## config.mk

```make
export PLATFORM = sky130hd
export DESIGN_NAME = wide_write_collector
export DESIGN_NICKNAME = d
export VERILOG_FILES = /design/src/rtl/wwc_pkg.sv /design/src/rtl/wwc_decode.sv /design/src/rtl/wwc_collector.sv /design/src/rtl/wwc_commit_reg.sv /design/src/rtl/wide_write_collector.sv
export SDC_FILE = /design/constraint.sdc
export NUM_CORES = 1
export LEC_CHECK = 0
export ABC_AREA = 0
export BUFFER_PORTS_ARGS = -buffer_cell sky130_fd_sc_hd__buf_2
export CAP_MARGIN = 20
export CORE_MARGIN = 8
export CORE_UTILIZATION = 61
export DETAILED_ROUTE_END_ITERATION = 8
export PLACE_DENSITY_LB_ADDON = 0.08
export SLEW_MARGIN = 5
export SYNTH_ARGS = -nofsm -noshare
export SYNTH_HDL_FRONTEND = slang
export SYNTH_HIERARCHICAL = 1
export SYNTH_SLANG_ARGS = --single-unit
```

## constraint.sdc

```tcl
create_clock -name clk -period 9.2 [get_ports clk]
set_input_delay 0.46 -clock clk [delete_from_list [all_inputs] [get_ports clk]]
set_output_delay 0.46 -clock clk [all_outputs]
set_load 0.02 [all_outputs]
```

## src/rtl/wwc_pkg.sv

```systemverilog
package wwc_pkg;
   localparam int unsigned DWORD_W = 32;
   localparam int unsigned WIDE_W  = 128;

   typedef enum logic [1:0] {
      KIND_PLAIN    = 2'd0,
      KIND_WIDE     = 2'd1,
      KIND_SRAM     = 2'd2,
      KIND_DOORBELL = 2'd3
   } commit_kind_e;

   typedef enum logic [1:0] {
      RGN_PLAIN    = 2'd0,
      RGN_WIDE     = 2'd1,
      RGN_SRAM     = 2'd2,
      RGN_DOORBELL = 2'd3
   } region_e;
endpackage

```

## src/rtl/wwc_decode.sv

```systemverilog
module wwc_decode
   import wwc_pkg::*;
#(
   parameter int unsigned AW                = 20,
   parameter int unsigned CSR_BYTES         = 32'h1000,
   parameter int unsigned SRAM_BASE         = 32'h1000,
   parameter int unsigned SRAM_BYTES        = 32'h1000,
   parameter int unsigned PAGE_BASE         = 32'h8000,
   parameter int unsigned PAGE_SHIFT        = 13,
   parameter int unsigned NUM_PAGES         = 4,
   parameter int unsigned DB_LO_OFS         = 32'h830,
   parameter int unsigned DB_HI_OFS         = 32'hA10,
   parameter int unsigned TIMER_OFS         = 32'h420,
   parameter bit          TIMER_INVALIDATES = 1'b1
) (
   input  logic [AW-1:0] addr,
   output region_e       region,
   output logic          inval
);
   localparam int unsigned STRIDE   = 32'd1 << PAGE_SHIFT;
   localparam int unsigned PAGE_END = PAGE_BASE + NUM_PAGES * STRIDE;
   localparam int unsigned NUM_DB   = 2;
   localparam int unsigned DB_OFS [NUM_DB] = '{DB_LO_OFS, DB_HI_OFS};

   if (AW > 31) begin : g_bad_aw
      $error("wwc_decode: AW must not exceed 31");
   end
   if (PAGE_SHIFT < 12 || PAGE_SHIFT >= AW) begin : g_bad_stride
      $error("wwc_decode: page stride out of range");
   end
   if (PAGE_END > (32'd1 << AW)) begin : g_bad_pages
      $error("wwc_decode: paged area exceeds address space");
   end
   if ((PAGE_BASE % STRIDE) != 0) begin : g_bad_base
      $error("wwc_decode: page base must be stride aligned");
   end

   logic [31:0] a32, off, page;
   logic        in_csr, in_sram, in_pages, timer_p0;
   logic [NUM_DB-1:0] db_match;

   assign a32  = 32'(addr);
   assign off  = a32 & (STRIDE - 32'd1);
   assign page = (a32 - PAGE_BASE) >> PAGE_SHIFT;

   for (genvar g = 0; g < NUM_DB; g++) begin : g_db
      assign db_match[g] = (off >> 4) == (DB_OFS[g] >> 4);
   end

   assign in_csr   = a32 < CSR_BYTES;
   assign in_sram  = (a32 >= SRAM_BASE) && (a32 < SRAM_BASE + SRAM_BYTES);
   assign in_pages = (a32 >= PAGE_BASE) && (a32 < PAGE_END);
   assign timer_p0 = in_pages && (page == 32'd0) && ((off >> 2) == (TIMER_OFS >> 2));

   always_comb begin
      if (in_csr)                      region = RGN_WIDE;
      else if (in_sram)                region = RGN_SRAM;
      else if (in_pages && |db_match)  region = RGN_DOORBELL;
      else                             region = RGN_PLAIN;
   end

   if (TIMER_INVALIDATES) begin : g_timer_inval
      assign inval = timer_p0;
   end else begin : g_timer_plain
      assign inval = 1'b0;
   end
endmodule

```

## src/rtl/wwc_collector.sv

```systemverilog
module wwc_collector
   import wwc_pkg::*;
#(
   parameter int unsigned AW = 20
) (
   input  logic                clk,
   input  logic                rst,
   input  logic                wr_valid,
   input  region_e             region,
   input  logic                inval,
   input  logic [AW-1:0]       addr,
   input  logic [DWORD_W-1:0]  wdata,
   output logic                fire,
   output commit_kind_e        kind,
   output logic [AW-1:0]       caddr,
   output logic [WIDE_W-1:0]   cdata
);
   localparam int unsigned LANES = WIDE_W / DWORD_W;

   logic [LANES-1:0]  mask_q, mask_n, lane_oh, merged_mask;
   logic [AW-1:0]     addr_q, addr_n, tgt;
   logic              sram_q, sram_n, is_sram, hit, full;
   logic [WIDE_W-1:0] data_q, data_n, merged_data;
   logic [1:0]        lane;

   always_comb begin
      is_sram = (region == RGN_SRAM);
      tgt     = addr & (is_sram ? ~AW'(7) : ~AW'(15));
      lane    = is_sram ? {1'b0, addr[2]} : addr[3:2];
      lane_oh = LANES'(1) << lane;
      hit     = (mask_q != '0) && (addr_q == tgt) && (sram_q == is_sram);

      merged_mask = (hit ? mask_q : '0) | lane_oh;
      merged_data = hit ? data_q : '0;
      for (int i = 0; i < LANES; i++) begin
         if (lane_oh[i]) merged_data[DWORD_W*i +: DWORD_W] = wdata;
      end
      full = is_sram ? (&merged_mask[1:0]) : (&merged_mask);

      fire   = 1'b0;
      kind   = KIND_PLAIN;
      caddr  = tgt;
      cdata  = merged_data;
      mask_n = mask_q;
      addr_n = addr_q;
      sram_n = sram_q;
      data_n = data_q;

      if (wr_valid) begin
         unique case (region)
            RGN_PLAIN: begin
               fire  = 1'b1;
               caddr = addr & ~AW'(3);
               cdata = {{(WIDE_W-DWORD_W){1'b0}}, wdata};
               if (inval) mask_n = '0;
            end
            RGN_WIDE, RGN_SRAM: begin
               if (full) begin
                  fire   = 1'b1;
                  kind   = is_sram ? KIND_SRAM : KIND_WIDE;
                  cdata  = is_sram ? {64'b0, merged_data[63:0]} : merged_data;
                  mask_n = '0;
               end else begin
                  mask_n = merged_mask;
                  addr_n = tgt;
                  sram_n = is_sram;
                  data_n = merged_data;
               end
            end
            RGN_DOORBELL: begin
               if (lane == 2'd3) begin
                  fire   = 1'b1;
                  kind   = KIND_DOORBELL;
                  cdata  = {wdata, (hit && (&mask_q[2:0])) ? data_q[95:0] : 96'b0};
                  mask_n = '0;
               end else if (mask_q == '0 || hit) begin
                  mask_n = merged_mask;
                  addr_n = tgt;
                  sram_n = 1'b0;
                  data_n = merged_data;
               end
            end
            default: ;
         endcase
      end
   end

   always_ff @(posedge clk) begin
      if (rst) begin
         mask_q <= '0;
         addr_q <= '0;
         sram_q <= 1'b0;
         data_q <= '0;
      end else begin
         mask_q <= mask_n;
         addr_q <= addr_n;
         sram_q <= sram_n;
         data_q <= data_n;
      end
   end

   AST_PLAIN_KEEPS_STATE: assert property (@(posedge clk) disable iff (rst)
      (wr_valid && region == RGN_PLAIN && !inval) |=> ($stable(mask_q) && $stable(data_q)));
   AST_DISCARD_KEEPS_STATE: assert property (@(posedge clk) disable iff (rst)
      (wr_valid && region == RGN_DOORBELL && addr[3:2] != 2'd3 && mask_q != '0 && !hit)
      |=> ($stable(mask_q) && $stable(addr_q) && $stable(data_q)));
   AST_EMPTY_AFTER_COMMIT: assert property (@(posedge clk) disable iff (rst)
      (fire && region != RGN_PLAIN) |=> (mask_q == '0));
   AST_TIMER_EMPTIES: assert property (@(posedge clk) disable iff (rst)
      (wr_valid && inval) |=> (mask_q == '0));
endmodule

```

## src/rtl/wwc_commit_reg.sv

```systemverilog
module wwc_commit_reg
   import wwc_pkg::*;
#(
   parameter int unsigned AW = 20
) (
   input  logic              clk,
   input  logic              rst,
   input  logic              fire,
   input  commit_kind_e      kind,
   input  logic [AW-1:0]     caddr,
   input  logic [WIDE_W-1:0] cdata,
   output logic              commit_valid,
   output logic [1:0]        commit_kind,
   output logic [AW-1:0]     commit_addr,
   output logic [WIDE_W-1:0] commit_data
);
   always_ff @(posedge clk) begin
      if (rst) begin
         commit_valid <= 1'b0;
         commit_kind  <= 2'd0;
         commit_addr  <= '0;
         commit_data  <= '0;
      end else begin
         commit_valid <= fire;
         if (fire) begin
            commit_kind <= kind;
            commit_addr <= caddr;
            commit_data <= cdata;
         end
      end
   end
endmodule

```

## src/rtl/wide_write_collector.sv

```systemverilog
module wide_write_collector
   import wwc_pkg::*;
#(
   parameter int unsigned AW                = 20,
   parameter int unsigned CSR_BYTES         = 32'h1000,
   parameter int unsigned SRAM_BASE         = 32'h1000,
   parameter int unsigned SRAM_BYTES        = 32'h1000,
   parameter int unsigned PAGE_BASE         = 32'h8000,
   parameter int unsigned PAGE_SHIFT        = 13,
   parameter int unsigned NUM_PAGES         = 4,
   parameter int unsigned DB_LO_OFS         = 32'h830,
   parameter int unsigned DB_HI_OFS         = 32'hA10,
   parameter int unsigned TIMER_OFS         = 32'h420,
   parameter bit          TIMER_INVALIDATES = 1'b1
) (
   input  logic          clk,
   input  logic          rst,
   input  logic          wr_valid,
   input  logic [AW-1:0] wr_addr,
   input  logic [31:0]   wr_data,
   output logic          commit_valid,
   output logic [1:0]    commit_kind,
   output logic [AW-1:0] commit_addr,
   output logic [127:0]  commit_data
);
   region_e           rgn;
   logic              inval, fire;
   commit_kind_e      kind;
   logic [AW-1:0]     caddr;
   logic [WIDE_W-1:0] cdata;

   wwc_decode #(
      .AW(AW), .CSR_BYTES(CSR_BYTES), .SRAM_BASE(SRAM_BASE), .SRAM_BYTES(SRAM_BYTES),
      .PAGE_BASE(PAGE_BASE), .PAGE_SHIFT(PAGE_SHIFT), .NUM_PAGES(NUM_PAGES),
      .DB_LO_OFS(DB_LO_OFS), .DB_HI_OFS(DB_HI_OFS), .TIMER_OFS(TIMER_OFS),
      .TIMER_INVALIDATES(TIMER_INVALIDATES)
   ) u_decode (
      .addr(wr_addr), .region(rgn), .inval(inval)
   );

   wwc_collector #(.AW(AW)) u_collect (
      .clk(clk), .rst(rst), .wr_valid(wr_valid), .region(rgn), .inval(inval),
      .addr(wr_addr), .wdata(wr_data), .fire(fire), .kind(kind),
      .caddr(caddr), .cdata(cdata)
   );

   wwc_commit_reg #(.AW(AW)) u_commit (
      .clk(clk), .rst(rst), .fire(fire), .kind(kind), .caddr(caddr), .cdata(cdata),
      .commit_valid(commit_valid), .commit_kind(commit_kind),
      .commit_addr(commit_addr), .commit_data(commit_data)
   );

   AST_COMMIT_FOLLOWS_WRITE: assert property (@(posedge clk) disable iff (rst)
      commit_valid |-> $past(wr_valid));
   AST_DOORBELL_TOP_COMMITS: assert property (@(posedge clk) disable iff (rst)
      (wr_valid && rgn == RGN_DOORBELL && wr_addr[3:2] == 2'd3)
      |=> (commit_valid && commit_kind == 2'd3));
   AST_SRAM_UPPER_ZERO: assert property (@(posedge clk) disable iff (rst)
      (commit_valid && commit_kind == 2'd2) |-> (commit_data[127:64] == 64'b0));
   AST_PLAIN_UPPER_ZERO: assert property (@(posedge clk) disable iff (rst)
      (commit_valid && commit_kind == 2'd0) |-> (commit_data[127:32] == 96'b0));
endmodule

```

Word-level counts from Yosys, hierarchy flattened
Cells that the tools add are included.
- mux-type cells: 46
- shifts and indexed selects: 1
- eq/ne operators: 14
- magnitude comparators: 5
- add/sub/neg operators: 1
- bitwise gates (word level): 2
- reduce and logical (&&, ||, !) cells: 21
- operators with widths (operator ; number):
    $mux 128 ; 8
    $pmux 128 s3 ; 1
    $pmux 128 s2 ; 1
    $mux 32 ; 4
    $mux 20 ; 5
    $mux 96 ; 1
    $pmux 20 s2 ; 1
    $logic_not 32->1 ; 1
    $mux 4 ; 6
    $sub 20x16->21 const B ; 1
    $and 20x20->20 ; 1
    $eq 20x20->1 ; 1
    $ge 20x13->1 const B ; 1
    $ge 20x16->1 const B ; 1
    $lt 20x13->1 const B ; 1
    $lt 20x14->1 const B ; 1
    $lt 20x17->1 const B ; 1
    $eq 9x8->1 const B ; 2
    $mux 2 ; 8
    $pmux 4 s3 ; 1
    $eq 11x9->1 const B ; 1
    $logic_and 1x1->1 ; 8
    $mux 1 ; 7
    $eq 2x2->1 const B ; 3
    other kinds (20) ; 24
- output and inout port bits: 151
- input port bits: 55
- bits in registers: 304

Longest topological paths before layout
- depth after elaboration: 19
- gate-level depth with buffers: 18
- mapped depth without buffers: 14

Hierarchy
The synthesis kept the hierarchy.
- modules (own cells, without submodules) (module ; area each (um^2) ; times used ; sequential area each (um^2) ; cells an instance):
    wwc_collector ; 7987.7 ; 1 ; 3002.9 ; 982
    wwc_commit_reg ; 5360.1 ; 1 ; 3022.9 ; 486
    wwc_decode ; 100.1 ; 1 ; 0.0 ; 14

Least setup slack after synthesis
No wires, ideal clock.
- path kind: input to register
- from: input wr_addr[16]
- to: register u_commit.commit_addr[10]
- slack: 5579 ps
- cell stages on the path: 15
- path buffers: 5
- arrival: 3494 ps
- path through: or4_4 > a21oi_1 > ha_1 > buf_2 > nand2_1 > a2111oi_2 > nand2_1 > buf_2 > o211ai_1 > and2_1 > buf_4 > buf_8 > buf_6 > mux2i_1 > nor2_1
- word-level cells in the longest chain between the ends: 19
- elaborated cells on any way between the ends: 36
- ends and longest elaborated chain (what ; line ; source):
    from (decl) ; wide_write_collector.sv:19 ; input logic [AW-1:0] wr_addr,
    $ge 20x16->1 or $lt 20x17->1 (tied branches) ; wwc_decode.sv:52 ; assign in_pages = (a32 >= PAGE_BASE) && (a32 < PAGE_END);
    $logic_and 1x1->1 ; wwc_decode.sv:52 ;
    $logic_and 1x1->1 ; wwc_decode.sv:58 ; else if (in_pages && |db_match) region = RGN_DOORBELL;
    $mux 2 ; wwc_decode.sv:58 ;
    $mux 2 ; wwc_decode.sv:57 ; else if (in_sram) region = RGN_SRAM;
    $mux 2 * ; wwc_decode.sv:56 ; if (in_csr) region = RGN_WIDE;
    named net rgn[1] ; wide_write_collector.sv:26 ; region_e rgn;
    $eq 2x2->1 ; wwc_collector.sv:27, wwc_collector.sv:50 ;
    [... 5 more ...] ; -- ;
    $mux 4 ; wwc_collector.sv:33 ; merged_mask = (hit ? mask_q : '0) | lane_oh;
    $or 4x4->4 ; wwc_collector.sv:33 ;
    $reduce_and 4->1 or $reduce_and 2->1 (tied branches) ; wwc_collector.sv:38 ; full = is_sram ? (&merged_mask[1:0]) : (&merged_mask);
    $mux 1 ; wwc_collector.sv:38 ;
    $mux 1 ; wwc_collector.sv:58 ; if (full) begin
    $pmux 1 s3 * ; wwc_collector.sv:50 ; unique case (region)
    $mux 1 * ; wwc_collector.sv:49 ; if (wr_valid) begin
    named net fire ; wide_write_collector.sv:27 ; logic inval, fire;
    to (signal assigned) ; wwc_commit_reg.sv:27 ; commit_addr <= caddr;
    to (decl) ; wwc_commit_reg.sv:14 ; output logic [AW-1:0] commit_addr,
Mark *: on every way through the listed nets, which the timed path passes. The rest lies on a longest branch.
A chain may end at the register's enable or synchronous reset.

Final worst setup path
- from: input wr_addr[12]
- to: register u_commit.commit_data[127]
- word-level cells in the longest chain between the ends: 19
- elaborated cells on any way between the ends: 44
- ends and longest elaborated chain (what ; line ; source):
    $ge 20x16->1 (tied with other cells) ; wwc_decode.sv:52 ;
    $logic_and 1x1->1 or $reduce_or 2->1 (tied branches) ; wwc_decode.sv:52, wwc_decode.sv:58 ;
    $logic_and 1x1->1 ; wwc_decode.sv:58 ;
    $mux 2 ; wwc_decode.sv:58 ;
    $mux 2 ; wwc_decode.sv:57 ;
    $mux 2 * ; wwc_decode.sv:56 ;
    named net rgn[1] ; wide_write_collector.sv:26 ;
    $eq 2x2->1 ; wwc_collector.sv:27, wwc_collector.sv:50 ;
    [... 5 more ...] ; -- ;
    $mux 4 ; wwc_collector.sv:33 ;
    $or 4x4->4 ; wwc_collector.sv:33 ;
    $reduce_and 4->1 or $reduce_and 2->1 (tied branches) ; wwc_collector.sv:38 ;
    $mux 1 ; wwc_collector.sv:38 ;
    $mux 1 ; wwc_collector.sv:58 ;
    $pmux 1 s3 * ; wwc_collector.sv:50 ;
    $mux 1 * ; wwc_collector.sv:49 ;
    named net fire ; wide_write_collector.sv:27 ;
    to (signal assigned) ; wwc_commit_reg.sv:28 ; commit_data <= cdata;
    to (decl) ; wwc_commit_reg.sv:15 ; output logic [WIDE_W-1:0] commit_data
Marked as above.

==> parameters.txt <==
Parameter                              Value

Clock tree
  Hold-fix buffers, CTS ... 0
  Resized cells post-CTS ... 0
  Post-CTS Setup Inserts ... 0
  TritonCTS clock tree ... built
  Clock latency on the worst-skew pair ... 0.56 ns
  Clock buffer depth ... 3
  Total clock buffers created by CTS ... 30
  Root Buffer Master ... sky130_fd_sc_hd__clkbuf_16
  Clock transition at path regs ... 0.06 ns
  Number of clock sinks ... 301
  H-tree depth reported by CTS ... 1

Die
  Area of the core ... 21760 um2
  I/O pin total ... 206
  Floorplan die width ... 164.5 um
  Initial core utilization ... 61.81%
  Cell Rows ... 54
  Vertical die dimension ... 164.5 um
  DIE AREA ... 27050 um2

Timing
  Unrepaired setup endpoints after global routing ... no
  Hold slack ... 0.1967 ns
  Final setup violation count ... 0
  Setup TNS after final layout ... 0 ns
  Maximum clock frequency ... 183.7 MHz
  Actual slew at the worst max-slew pin ... 1.125 ns
  Maximum clock skew at final layout ... 0.01898 ns
  Slew headroom ... 25.02%
  Min Tclk post-route ... 5.443 ns
  Number of max-slew violations in the final report ... 0
  Final hold vios ... 0
  Portion of the clock cycle consumed by the worst path in the final layout ... 59.17%

Drt
  Final routed wire length divided by cell count ... 19.52 um
  Total wirelength of the detailed-routed design ... 36180 um
  Number of vias per cell after detailed routing ... 5.999
  Number of vias after detailed routing ... 11120
  First-pass iteration count of the detailed router ... 5
  Post-route ant nets ... 0
  Detailed Route Iter0 Violations ... 1170
  DRC violation count after routing ... 0

GRT
  Number of antenna violations at the first check in global routing ... 0
  Global-route usage over all layers ... 25.31%
  Final global-route overflow total ... 0
  Largest net degree at the start of global routing ... 138
  Global-route wire length before repair ... 56020 um
  Number of global-route vias before repair ... 10490

Logic synthesis
  Commonest register cell after synthesis ... sky130_fd_sc_hd__dfxtp_1
  Sequential element share of the synthesized area ... 44.81%
  Number of standard cells after synthesis ... 1482
  Yosys warning total ... 6
  Post-Synthesis Cell Area ... 13450 um2
  Number of library cell types mapped by synthesis ... 56
  Flip-flop and latch count after synthesis ... 301
  Cell types with the highest counts after synthesis ... 301 x sky130_fd_sc_hd__dfxtp_1, 199 x sky130_fd_sc_hd__nor2_1, 150 x sky130_fd_sc_hd__mux2i_1, 129 x sky130_fd_sc_hd__a22o_1, 99 x sky130_fd_sc_hd__a21oi_1
  Leading post-synthesis cells by cell area ... sky130_fd_sc_hd__dfxtp_1 45%, sky130_fd_sc_hd__mux2i_1 11%, sky130_fd_sc_hd__a22o_1 8.4%, sky130_fd_sc_hd__nor2_1 5.6%, sky130_fd_sc_hd__a21oi_1 3.7%
  Most frequent cell after synthesis ... sky130_fd_sc_hd__dfxtp_1
  Number of synthesized flops with an enable pin ... 0
  Async set or reset register ratio after synthesis ... 0%
  Proportion of netlist area held by the largest area contributor ... 44.81%
  Top cell type by total area after synthesis ... sky130_fd_sc_hd__dfxtp_1
  Average size of a mapped cell ... 9.074 um2

Run status
  Result of the run ... complete, no violations

Worst setup path
  Required @ worst endpoint ... 9.60 ns
  Worst R2R Start ... u_collect/addr_q[17]
  Maximum fanout count along the critical path ... 89
  Setup Crit Path Kind ... input pin to flop
  Number of cells on the worst reg-to-reg path ... 9
  FF-to-FF setup slack ... 4.78 ns
  Worst reg2reg path endpoint ... u_commit/commit_data[127]
  Worst endpoint data arrival time ... 5.84 ns
  Capturing instance or port of the critical path ... u_commit/commit_data[127]
  Critical Path Start Type ... input pin
  Element type at the critical path end ... flop
  Worst setup path start ... wr_addr[12]

Power
  Pwr dens ... 186.5 nW/um2
  Worst voltage drop across the vdd grid ... 164.0 uV
  Static power due to leakage ... 0.006279 uW

Layout
  Fin nets ... 1610
  Diodes inserted ... 0
  Fill cell total of the finished layout ... 1804
  Layout cell share with drive strength beyond 1 ... 17.93%
  Signed area change from the synthesized netlist to the final layout ... 12.24%

Placement
  Port Buffer Count ... 203
  Final Wtd Congestion ... 0.8880
  Half-perimeter wire length of the detailed placement result ... 22100 um

Min path
  Worst min-delay path category ... input pin to flop

Job
  Reported max-cap violation count ... 0
==> layout make-up <==
class                   instances  area (um2)  share of cell area, %
flip-flops and latches        301        6026                  39.92
well taps                     280       350.3                  2.321
repair buffers                217        1191                  7.891
inverters                      38       142.6                 0.9450
multi-input cells             963        6365                  42.17
clock inverters                 7       125.1                 0.8289
clock buffers                  47       894.6                  5.927
==> through the flow <==
stage                     cell area, um2  instances  worst slack [ns]  total power [uW]  utilization, %
after floorplan                    13450       1483             5.579              1533               -
after CTS                          15040       1851             3.797              2829           69.13
after global placement             14000       1796             3.303              1587           64.37
after detailed placement           14020       1797             3.230              1590           64.44
final                              15090       1853             3.757              2815           69.38
after global routing               15090       1853             3.323              2900           69.38
==> sequential cells by signal, summed over array words and instances, names as in the netlist <==
| signal | flops |
|---|---|
| u_commit/commit_data | 128 |
| u_collect/data_q | 128 |
| u_commit/commit_kind | 2 |
| u_commit/commit_valid | 1 |
| u_collect/sram_q | 1 |
| u_collect/mask_q | 4 |
| u_collect/addr_q | 17 |
| u_commit/commit_addr | 20 |
==> cell usage in the layout (no fill, tap or decap), types with 3 or more instances in the layout <==
master and count:
sky130_fd_sc_hd__a21oi_1 98, sky130_fd_sc_hd__a22o_1 129, sky130_fd_sc_hd__a22oi_1 32, sky130_fd_sc_hd__and2_1 5
sky130_fd_sc_hd__buf_2 202, sky130_fd_sc_hd__buf_4 10, sky130_fd_sc_hd__bufinv_16 3, sky130_fd_sc_hd__clkbuf_1 9
sky130_fd_sc_hd__clkbuf_16 30, sky130_fd_sc_hd__clkbuf_8 8, sky130_fd_sc_hd__dfxtp_1 301, sky130_fd_sc_hd__ha_1 4
sky130_fd_sc_hd__inv_1 38, sky130_fd_sc_hd__mux2i_1 150, sky130_fd_sc_hd__nand2_1 55, sky130_fd_sc_hd__nand2b_1 37
sky130_fd_sc_hd__nand3_1 69, sky130_fd_sc_hd__nand4_1 6, sky130_fd_sc_hd__nor2_1 194, sky130_fd_sc_hd__nor2_4 6
sky130_fd_sc_hd__nor2b_1 6, sky130_fd_sc_hd__nor4_1 5, sky130_fd_sc_hd__o21ai_0 77, sky130_fd_sc_hd__o32ai_1 32
sky130_fd_sc_hd__xnor2_1 10, sky130_fd_sc_hd__xor2_1 8
==> worst max-delay path, cell delays in order <==
cell,delay (ns)
sky130_fd_sc_hd__buf_2,0.15
sky130_fd_sc_hd__nor4_1,0.47
sky130_fd_sc_hd__nand4_1,0.18
sky130_fd_sc_hd__a21oi_1,0.37
sky130_fd_sc_hd__ha_1,0.48
sky130_fd_sc_hd__nand2_1,0.12
sky130_fd_sc_hd__a2111oi_2,0.65
sky130_fd_sc_hd__nand2_1,0.63
sky130_fd_sc_hd__o211ai_1,0.36
sky130_fd_sc_hd__and2_4,0.91
sky130_fd_sc_hd__buf_12,0.57
sky130_fd_sc_hd__mux2i_1,0.29
sky130_fd_sc_hd__nor2_1,0.06
==> layer usage <==
metal / share of wire [%] / up-vias / track usage (%)
li1: - / 5326 / -
met1: 44 / 5352 / 33.47
met2: 48 / 398 / 42.82
met3: 7.0 / 40 / 3.689
met4: 1.6 / 0 / 6.265
met5: 0 / - / 0
==> cell families after synthesis <==
kind of cell | Yosys count | share of synthesized area [%]
compound gates | 388 | 20.15
xor+xnor | 18 | 1.172
fa+ha+maj | 4 | 0.3722
buf+inv | 219 | 8.653
flops | 301 | 44.81
mux | 150 | 11.16
other cells | 1 | 0.02789
simple gates | 401 | 13.65
==> how the worst min path moves through the flow <==
| stage | from | endpoint | cells past startpoint |
|---|---|---|---|
| 3_5_place_dp | u_collect/addr_q[5] | u_collect/addr_q[5] | 2 |
| 5_1_grt | wr_addr[17] | u_collect/addr_q[17] | 3 |
| 6_report | wr_addr[17] | u_collect/addr_q[17] | 3 |
| 2_1_floorplan | u_collect/sram_q | u_collect/sram_q | 2 |
| 3_3_place_gp | u_collect/addr_q[18] | u_collect/addr_q[18] | 2 |
| 4_1_cts | wr_addr[7] | u_collect/addr_q[7] | 3 |
==> report_power, final <==
| group | total, uW | switching, uW | internal, uW |
|---|---|---|---|
| registers | 1330 | 10.9 | 1320 |
| clock network | 1250 | 503 | 749 |
| logic | 229 | 150 | 79.5 |
| total | 2810 | 664 | 2150 |
Power figures use the tool's default switching activity.
